`config.mk`:
```
export PLATFORM = sky130hd
export DESIGN_NAME = fma16
export DESIGN_NICKNAME = d
export VERILOG_FILES = /design/src/rtl/fma16.sv
export SDC_FILE = /design/constraint.sdc
export NUM_CORES = 1
export LEC_CHECK = 0
export BUFFER_PORTS_ARGS = -buffer_cell sky130_fd_sc_hd__buf_2
export CAP_MARGIN = 20
export CORE_MARGIN = 1.5
export CORE_UTILIZATION = 55
export DETAILED_ROUTE_END_ITERATION = 8
export GPL_ROUTABILITY_DRIVEN = 0
export PLACE_DENSITY_LB_ADDON = 0.1
export RECOVER_POWER = 25
export REMOVE_ABC_BUFFERS = 1
export SLEW_MARGIN = 25
export SYNTH_ARGS = -nofsm -noshare
export SYNTH_HDL_FRONTEND = slang
export SYNTH_SLANG_ARGS = --single-unit
```
`constraint.sdc`:
```
create_clock -name clk -period 10.85 [get_ports clk]
set_input_delay 1.085 -clock clk [delete_from_list [all_inputs] [get_ports clk]]
set_output_delay 1.085 -clock clk [all_outputs]
set_load 0.01 [all_outputs]
```
`src/rtl/fma16.sv`:
```
module fma16 #(
  parameter int GUARD_LOW = 13
) (
  input  logic        clk,
  input  logic        rst_n,
  input  logic        in_valid,
  input  logic [15:0] op_a,
  input  logic [15:0] op_b,
  input  logic [15:0] op_c,
  output logic        out_valid,
  output logic [15:0] result
);
  localparam int W    = GUARD_LOW + 65;
  localparam int PW   = $clog2(W);
  localparam int SOFF = 25 + GUARD_LOW;
  localparam int QOFF = 26 + GUARD_LOW;
  localparam int EOFF = 36 + GUARD_LOW;

  // input capture
  logic        v0;
  logic [15:0] a0, b0, c0;
  always_ff @(posedge clk or negedge rst_n)
    if (!rst_n) begin
      v0 <= 1'b0; a0 <= '0; b0 <= '0; c0 <= '0;
    end else begin
      v0 <= in_valid; a0 <= op_a; b0 <= op_b; c0 <= op_c;
    end

  // multiply stage
  wire a_top = &a0[14:10], b_top = &b0[14:10], c_top = &c0[14:10];
  wire a_nan = a_top & |a0[9:0], b_nan = b_top & |b0[9:0], c_nan = c_top & |c0[9:0];
  wire a_inf = a_top & ~|a0[9:0], b_inf = b_top & ~|b0[9:0], c_inf = c_top & ~|c0[9:0];
  wire a_zero = ~|a0[14:0], b_zero = ~|b0[14:0];
  wire psign = a0[15] ^ b0[15];

  logic        sp;
  logic [15:0] sw;
  always_comb begin
    sp = 1'b1;
    sw = 16'h7E00;
    if (a_nan | b_nan | c_nan)
      sw = 16'h7E00;
    else if (a_inf | b_inf) begin
      if (a_zero | b_zero | (c_inf & (c0[15] != psign))) sw = 16'h7E00;
      else sw = {psign, 15'h7C00};
    end else if (c_inf)
      sw = c0;
    else
      sp = 1'b0;
  end

  wire [10:0] ma = {|a0[14:10], a0[9:0]};
  wire [10:0] mb = {|b0[14:10], b0[9:0]};
  wire [4:0]  ea = (|a0[14:10]) ? a0[14:10] : 5'd1;
  wire [4:0]  eb = (|b0[14:10]) ? b0[14:10] : 5'd1;
  wire [4:0]  ec = (|c0[14:10]) ? c0[14:10] : 5'd1;

  logic [21:0] row [0:11];
  assign row[0] = '0;
  generate
    for (genvar i = 0; i < 11; i++) begin : g_pp
      assign row[i+1] = row[i] + ((ma[i] ? {11'd0, mb} : 22'd0) << i);
    end
  endgenerate

  logic        v1, sp1, ps1, cs1;
  logic [15:0] sw1;
  logic [21:0] mp1;
  logic [5:0]  xp1;
  logic [10:0] mc1;
  logic [4:0]  ec1;
  always_ff @(posedge clk or negedge rst_n)
    if (!rst_n) begin
      v1 <= 1'b0; sp1 <= 1'b0; ps1 <= 1'b0; cs1 <= 1'b0; sw1 <= '0;
      mp1 <= '0; xp1 <= '0; mc1 <= '0; ec1 <= '0;
    end else begin
      v1 <= v0; sp1 <= sp; sw1 <= sw; ps1 <= psign; cs1 <= c0[15];
      mp1 <= row[11];
      xp1 <= {1'b0, ea} + {1'b0, eb};
      mc1 <= {|c0[14:10], c0[9:0]};
      ec1 <= ec;
    end

  // align / add stage
  wire [8:0]   shu = {4'd0, ec1} + 9'(SOFF) - {3'd0, xp1};
  wire [8:0]   nsh = 9'd0 - shu;
  wire [W-1:0] cw  = {{(W-11){1'b0}}, mc1};
  wire         lost = |(mc1 & ~(11'h7FF << nsh[4:0]));
  wire [W-1:0] aln = shu[8] ? ((cw >> nsh[4:0]) | {{(W-1){1'b0}}, lost})
                            : (cw << shu[6:0]);
  wire [W-1:0] pw  = {{(W-22){1'b0}}, mp1} << GUARD_LOW;
  wire         sub = ps1 ^ cs1;
  wire [W:0]   dif = {1'b0, pw} - {1'b0, aln};
  wire [W-1:0] mag = !sub ? W'(pw + aln) : dif[W] ? W'(0 - dif) : dif[W-1:0];
  wire         zro = ~|mag;
  wire         sgn = zro ? (ps1 & ~sub) : (sub & dif[W]) ? cs1 : ps1;

  logic [PW-1:0] lead;
  always_comb begin
    lead = '0;
    for (int i = 0; i < W; i++)
      if (mag[i]) lead = PW'(i);
  end

  logic          v2, sp2, z2, sg2;
  logic [15:0]   sw2;
  logic [W-1:0]  mag2;
  logic [5:0]    xp2;
  logic [PW-1:0] ld2;
  always_ff @(posedge clk or negedge rst_n)
    if (!rst_n) begin
      v2 <= 1'b0; sp2 <= 1'b0; z2 <= 1'b0; sg2 <= 1'b0; sw2 <= '0;
      mag2 <= '0; xp2 <= '0; ld2 <= '0;
    end else begin
      v2 <= v1; sp2 <= sp1; z2 <= zro; sg2 <= sgn; sw2 <= sw1;
      mag2 <= mag; xp2 <= xp1; ld2 <= lead;
    end

  // normalise / round stage
  wire signed [9:0] qv   = $signed(10'(QOFF)) - $signed({4'd0, xp2});
  wire signed [9:0] pm   = $signed(10'(ld2)) - 10'sd10;
  wire              norm = pm >= qv;
  wire [9:0]        rr   = norm ? pm : qv;
  wire [PW-1:0]     rsh  = rr[PW-1:0];
  wire [W+1:0]      ext  = {mag2, 2'b00};
  wire [10:0]       kept = 11'(ext >> (rsh + PW'(2)));
  wire              grd  = ext[rsh + PW'(1)];
  wire              stk  = |(ext & ~({(W+2){1'b1}} << (rsh + PW'(1))));
  wire              rup  = grd & (stk | kept[0]);
  wire [9:0]        base = norm ? ({4'd0, xp2} + 10'(ld2) - 10'(EOFF)) : 10'd0;
  wire [19:0]       big  = {base, 10'd0} + {9'd0, kept} + {19'd0, rup};
  wire [15:0]       fin  = sp2 ? sw2 :
                           z2  ? {sg2, 15'd0} :
                           (big >= 20'h7C00) ? {sg2, 15'h7C00} : {sg2, big[14:0]};

  always_ff @(posedge clk or negedge rst_n)
    if (!rst_n) begin
      out_valid <= 1'b0; result <= '0;
    end else begin
      out_valid <= v2; result <= fin;
    end
endmodule

```
Word level (Yosys, flattened, before mapping)
Cells that the tools add are included.
{"block": "op_classes", "addsub": 25, "bitwise": 24, "n_shift": 5, "mux": 110, "magnitude_cmp": 3, "n_reduce_logical": 20, "n_eq_ne": 1}
{"operator": "2-to-1 mux 7 bit", "n": 61}
{"operator": "2-to-1 mux 78 bit", "n": 3}
{"operator": "2-to-1 mux 11 bit", "n": 11}
{"operator": "AND 80 bit", "n": 1}
{"operator": "2-to-1 mux 16 bit", "n": 5}
{"operator": "inverter 80 bit", "n": 1}
{"operator": "OR reduction 80 bit", "n": 1}
{"operator": "<< shifter 80 x 7 -> 80 bit (first input constant)", "n": 1}
{"operator": "right shift 80 x 7 -> 11 bit", "n": 1}
{"operator": "subtractor 35 x 78 -> 79 bit", "n": 1}
{"operator": "adder 35 x 78 -> 78 bit", "n": 1}
{"operator": "OR 78 x 1 -> 78 bit", "n": 1}
{"operator": "OR reduction 78 bit", "n": 1}
{"operator": "<< shifter 11 x 7 -> 78 bit", "n": 1}
{"operator": "right shift 11 x 5 -> 78 bit", "n": 1}
{"operator": "subtractor 1 x 78 -> 78 bit (first input constant)", "n": 1}
{"operator": "2-to-1 mux 4 bit", "n": 8}
{"operator": "2-to-1 mux 15 bit", "n": 2}
{"operator": "OR reduction 10 bit", "n": 3}
{"operator": "OR reduction 15 bit", "n": 2}
{"operator": "2-to-1 mux 5 bit", "n": 5}
{"operator": "adder 21 x 21 -> 22 bit", "n": 1}
{"operator": "adder 20 x 20 -> 21 bit", "n": 1}
{"operator": "adder 19 x 19 -> 20 bit", "n": 1}
{"operator": "39 further kinds", "n": 73}
{"block": "word_totals", "ff_bits": 241, "elab_cells": 211, "output_inout_bits": 17}

Depth between registers and ports, before layout
{"block": "depth", "depth_word": 90, "mapped_depth": 40, "depth_no_buf": 36}

Least setup slack after synthesis
Ideal clock, no wire load.
{"block": "synth_timing", "path_type": "reg-to-reg", "from": "reg xp1[1]", "to": "reg sg2", "required_ps": 10725, "t_arrival_ps": 7776, "stages_incl_launch_ff": 36, "n_path_buf": 5, "setup_time_ps": 125, "setup_slack_ps": 2949, "path_cell_list": "dfrtp_1 ha_1 inv_1 ha_1 inv_1 fa_1 buf_2 xor2_1 buf_2 buf_2 buf_1 a31oi_1 a21o_1 or2_2 ha_1 clkbuf_1 nand4_1 nor2_1 inv_1 o2111ai_1 nand3_1 and3b_1 a21oi_2 nand2_1 xor2_1 or4b_1 a21boi_0 nand3_1 nor2_1 a21oi_1 xor2_1 mux2i_1 and3_2 nand4_4 nand3b_4 mux2_4"}
{"block": "synth_between", "elab_chain_len": 14, "word_cells_on_any_way": 19, "classes_between": "5 x add/sub; 3 x shift; 5 x mux; 4 x bitwise; 2 x reduce/logical"}
{"element": "from (decl)", "line": "69", "rtl": "logic [5:0] xp1;"}
{"element": "from (signal assigned)", "line": "79", "rtl": "xp1 <= {1'b0, ea} + {1'b0, eb};"}
{"element": "subtractor 7 x 6 -> 8 bit *", "line": "85", "rtl": "wire [8:0] shu = {4'd0, ec1} + 9'(SOFF) - {3'd0, xp1};"}
{"element": "subtractor 1 x 5 -> 5 bit", "line": "86", "rtl": "wire [8:0] nsh = 9'd0 - shu;"}
{"element": "<< shifter 11 x 5 -> 11 bit", "line": "88", "rtl": "wire lost = |(mc1 & ~(11'h7FF << nsh[4:0]));"}
{"element": "inverter 11 bit", "line": "88"}
{"element": "AND 11 bit", "line": "88"}
{"element": "OR reduction 11 bit", "line": "88"}
{"element": "OR 78 x 1 -> 78 bit", "line": "89", "rtl": "wire [W-1:0] aln = shu[8] ? ((cw >> nsh[4:0]) | {{(W-1){1'b0}}, lost})"}
{"element": "2-to-1 mux 78 bit *", "line": "89"}
{"element": "subtractor 35 x 78 -> 79 bit", "line": "93", "rtl": "wire [W:0] dif = {1'b0, pw} - {1'b0, aln};"}
{"element": "subtractor 1 x 78 -> 78 bit", "line": "94", "rtl": "wire [W-1:0] mag = !sub ? W'(pw + aln) : dif[W] ? W'(0 - dif) : dif[W-1:0];"}
{"element": "2-to-1 mux 78 bit (2 in series)", "line": "94"}
{"element": "OR reduction 78 bit", "line": "95", "rtl": "wire zro = ~|mag;"}
{"element": "2-to-1 mux 1 bit *", "line": "96", "rtl": "wire sgn = zro ? (ps1 & ~sub) : (sub & dif[W]) ? cs1 : ps1;"}
{"element": "net sgn", "line": "96"}
{"element": "to (signal assigned)", "line": "115", "rtl": "v2 <= v1; sp2 <= sp1; z2 <= zro; sg2 <= sgn; sw2 <= sw1;"}
{"element": "to (decl)", "line": "105", "rtl": "logic v2, sp2, z2, sg2;"}
Mark *: on every way through the listed nets, which the timed path passes. The rest lies on a longest branch.

Worst setup path after layout
{"block": "layout_timing", "from": "reg xp1[1]", "to": "reg sg2"}
{"block": "layout_between", "elab_chain_len": 14, "word_cells_on_any_way": 19, "classes_between": "5 x add/sub; 3 x shift; 5 x mux; 4 x bitwise; 2 x reduce/logical"}
{"element": "subtractor 7 x 6 -> 8 bit *", "line": "85"}
{"element": "subtractor 1 x 5 -> 5 bit", "line": "86"}
{"element": "<< shifter 11 x 5 -> 11 bit", "line": "88"}
{"element": "inverter 11 bit", "line": "88"}
{"element": "AND 11 bit", "line": "88"}
{"element": "OR reduction 11 bit", "line": "88"}
{"element": "OR 78 x 1 -> 78 bit", "line": "89"}
{"element": "2-to-1 mux 78 bit *", "line": "89"}
{"element": "subtractor 35 x 78 -> 79 bit", "line": "93"}
{"element": "subtractor 1 x 78 -> 78 bit", "line": "94"}
{"element": "2-to-1 mux 78 bit", "line": "94"}
{"element": "2-to-1 mux 78 bit *", "line": "94"}
{"element": "net mag[66]", "line": "94"}
{"element": "OR reduction 78 bit *", "line": "95"}
{"element": "2-to-1 mux 1 bit *", "line": "96"}
{"element": "net sgn", "line": "96"}
Marked as above.

==> run summary <==
Status: finished, violations left
Violated checks: capacitance limit, slew limit
Max-Cap Viols: 1
Post-detail-place hpwl: 80100 um
Fin crit period: 10.21 ns
DRT Wirelength: 103000 um
Final Cycle Share: 94.1%
Initial Util: 55.5%
Post-synthesis compound-gate area fraction: 19.6%
Clk sinks: 241
Worst r2r path cells: 31
Vias in the first global route: 27400
Post-place setup slack: 0.777 ns
Worst skew pair latency: 0.58 ns
Main combinational cell family by area after synthesis: simple AND/OR/NAND/NOR gates
TritonCTS clock tree: yes
Fmax: 97.9 MHz
Num ports: 68
Final setup viols: 0
DR WL/cell: 24.8 um
Worst min path class: flip-flop to flip-flop
Global-route wire length before repair: 158000 um
Library cells used by synthesis: 127
Worst Path Arrival: 10.66 ns
Yosys top cell area share: 20.7%
Num CTS Buffers: 27
Initial antenna violation count: 2
Ratio of cells with drive above 1 in the final layout: 11.6%
CTS root buffer: clkbuf_16
Max_slew headroom: -207%
Area after DPL: 0.0299 sq mm
Commonest non-fill, non-tap cells in the layout: nand2_1 (383), nor2_1 (282), dfrtp_1 (241)
Syn Area/Cell: 8.30 sq um
Async set or reset register ratio after synthesis: 100%
Die ar.: 0.0543 sq mm
Syn Inst Count: 3507
Clock slew seen by the registers of the worst setup and hold paths: 0.06 ns
Area leader, netlist: dfrtp_1
Max Fanout on Critical Path: 36
Seq cells post-synth: 241
WHS Path Cells: 0
Worst setup path category: flip-flop to flip-flop
Post-synth EDFFs: 0
Die width: 233 um
Max stage delay cell, worst path: clkinv_1
Final Slew Violations: 84
Vias per std cell: 6.93
RSZ-0062 raised after global routing: false
Ranking of synthesized cells by area: dfrtp_1 (21%), ha_1 (6.2%), mux2i_1 (6.2%)
Mapped Area: 0.0291 sq mm
Worst setup margin: 0.635 ns
Hold Vio Cnt, Final: 0
Deepest clock path buffer count: 3
ANT nets after route: 0
Finished Cell Area: 0.0308 sq mm
Routed via count: 28900
Critical Path Max Stage Delay: 0.61 ns
Initial DRC count: 3765
Worst-margin pin slew: 4.61 ns
Worst setup EP type: flip-flop
Post-synthesis adder-cell area fraction: 12.3%
GRT Total Usage: 37.5%
Simple-Gate Fraction of Synth Area: 22.9%
Total congestion overflow: 0
Area Growth Syn to Fin: 5.89%
Xor/xnor cell area share of the yosys netlist: 5.52%
Setup Skew: 0.0295 ns
Final nets: 3751
Finished Layout Cells: 4175
Largest net degree at the start of global routing: 159
DR pass1 iterations: 9
Cells after DPL: 4126
CTS H-Tree Depth: 1
Core Area: 0.0524 sq mm
Data required, critical path: 11.29 ns
Ys flop type: dfrtp_1
Rows: 84
Most common cell after layout, fill and taps aside: nand2_1
DRC Markers: 0
Sequential-to-total area share from yosys stat: 20.7%
Die Ht: 233 um
Mux share of post-synthesis cell area: 13.3%
Syn. warnings: 0
Input/output buffers: 67
CTS Hold Bufs: 0
CP startpoint kind: flip-flop
==> worst max-delay path, delay by kind of cell (launching register included) <==
| kind | cells | cell delay [ns] |
|---|---|---|
| and+or+nand+nor | 11 | 3.21 |
| AOI/OAI and AO/OA | 10 | 3.14 |
| adders and majority gates | 3 | 1.14 |
| buffers and inverters | 3 | 1.03 |
| muxes | 2 | 0.60 |
| xor gates and xnor gates | 2 | 0.55 |
| DFF | 1 | 0.38 |
==> cells by family (layout without fill, tap and decap cells) <==
group | after synthesis | after routing
AND/OR/NAND/NOR | 1312 | 1312
AO/OA/AOI/OAI | 829 | 829
buffers and inverters | 402 | 369
multiplexers | 306 | 306
flip-flops | 241 | 241
adder cells (fa/ha/maj) | 234 | 234
XOR/XNOR | 181 | 181
other | 2 | 15
==> final cells by class <==
type | instances | area (sq um)
Fill cell | 4735 | 21600
Clock inverter | 17 | 183
Inverter | 203 | 762
Clock buffer | 31 | 721
Sequential cell | 241 | 6030
Multi-Input combinational cell | 2876 | 21600
Tap cell | 688 | 861
Antenna cell | 1 | 2.50
Timing Repair Buffer | 118 | 726
==> synth_stat cells (all sizes together), types with 38 or more instances <==
| cell type | instances |
|---|---|
| a211oi | 38 |
| a21oi | 196 |
| a31oi | 47 |
| and2 | 80 |
| buf | 76 |
| clkbuf | 123 |
| dfrtp | 241 |
| fa | 88 |
| ha | 145 |
| inv | 198 |
| mux2 | 67 |
| mux2i | 183 |
| mux4 | 56 |
| nand2 | 384 |
| nand2b | 43 |
| nand3 | 113 |
| nor2 | 287 |
| nor3 | 132 |
| nor4 | 51 |
| o21ai | 165 |
| o22ai | 49 |
| xnor2 | 132 |
| xor2 | 49 |
==> sequential cells by signal, summed over array words and instances, names as in the netlist, 5 cells and up <==
name / cells
a0: 16
ld2: 7
ec1: 5
mp1: 22
c0: 16
xp2: 6
sw2: 16
b0: 16
sw1: 16
result: 16
mc1: 11
mag2: 78
xp1: 6
==> path summary, 6_finish.rpt <==
check                      slack [ns]            endpoint              from
min in group asynchronous        2.18  mag2[69]$_DFF_PN0_             rst_n
max in group asynchronous        6.10  mag2[36]$_DFF_PN0_             rst_n
hold reg to reg                  0.33       sp2$_DFF_PN0_     sp1$_DFF_PN0_
hold / removal                   0.33       sp2$_DFF_PN0_     sp1$_DFF_PN0_
setup reg to reg                 0.64       sg2$_DFF_PN0_  xp1[1]$_DFF_PN0_
setup / recovery                 0.64       sg2$_DFF_PN0_  xp1[1]$_DFF_PN0_
==> metal layers <==
| metal | wire length, um | global-route usage, % | vias to the layer above |
|---|---|---|---|
| met4 | 7450 | 21.7 | 0 |
| met3 | 11400 | 8.22 | 500 |
| met5 | 0 | 0 | - |
| met2 | 44700 | 57.5 | 1958 |
| li1 | - | - | 12600 |
| met1 | 39800 | 48.7 | 13800 |
==> through the flow <==
stage	hold slack [ns]	util [%]	TNS, ns
after detailed placement	0.335	57.1	0
after CTS	0.333	58.8	0
after floorplan	0.331	-	-78.78
final	0.333	58.8	0
after global routing	0.357	58.8	0
after global placement	0.332	57.0	0
==> what timing repair did <==
item,4_1_cts,5_1_grt
resized for setup,0,1
buffers inserted,0,0
setup endpoints to repair,0,2
Power is left out: the tool's default activity adds up to more than one toggle a clock period on the data nets, which glitch-free logic cannot reach.
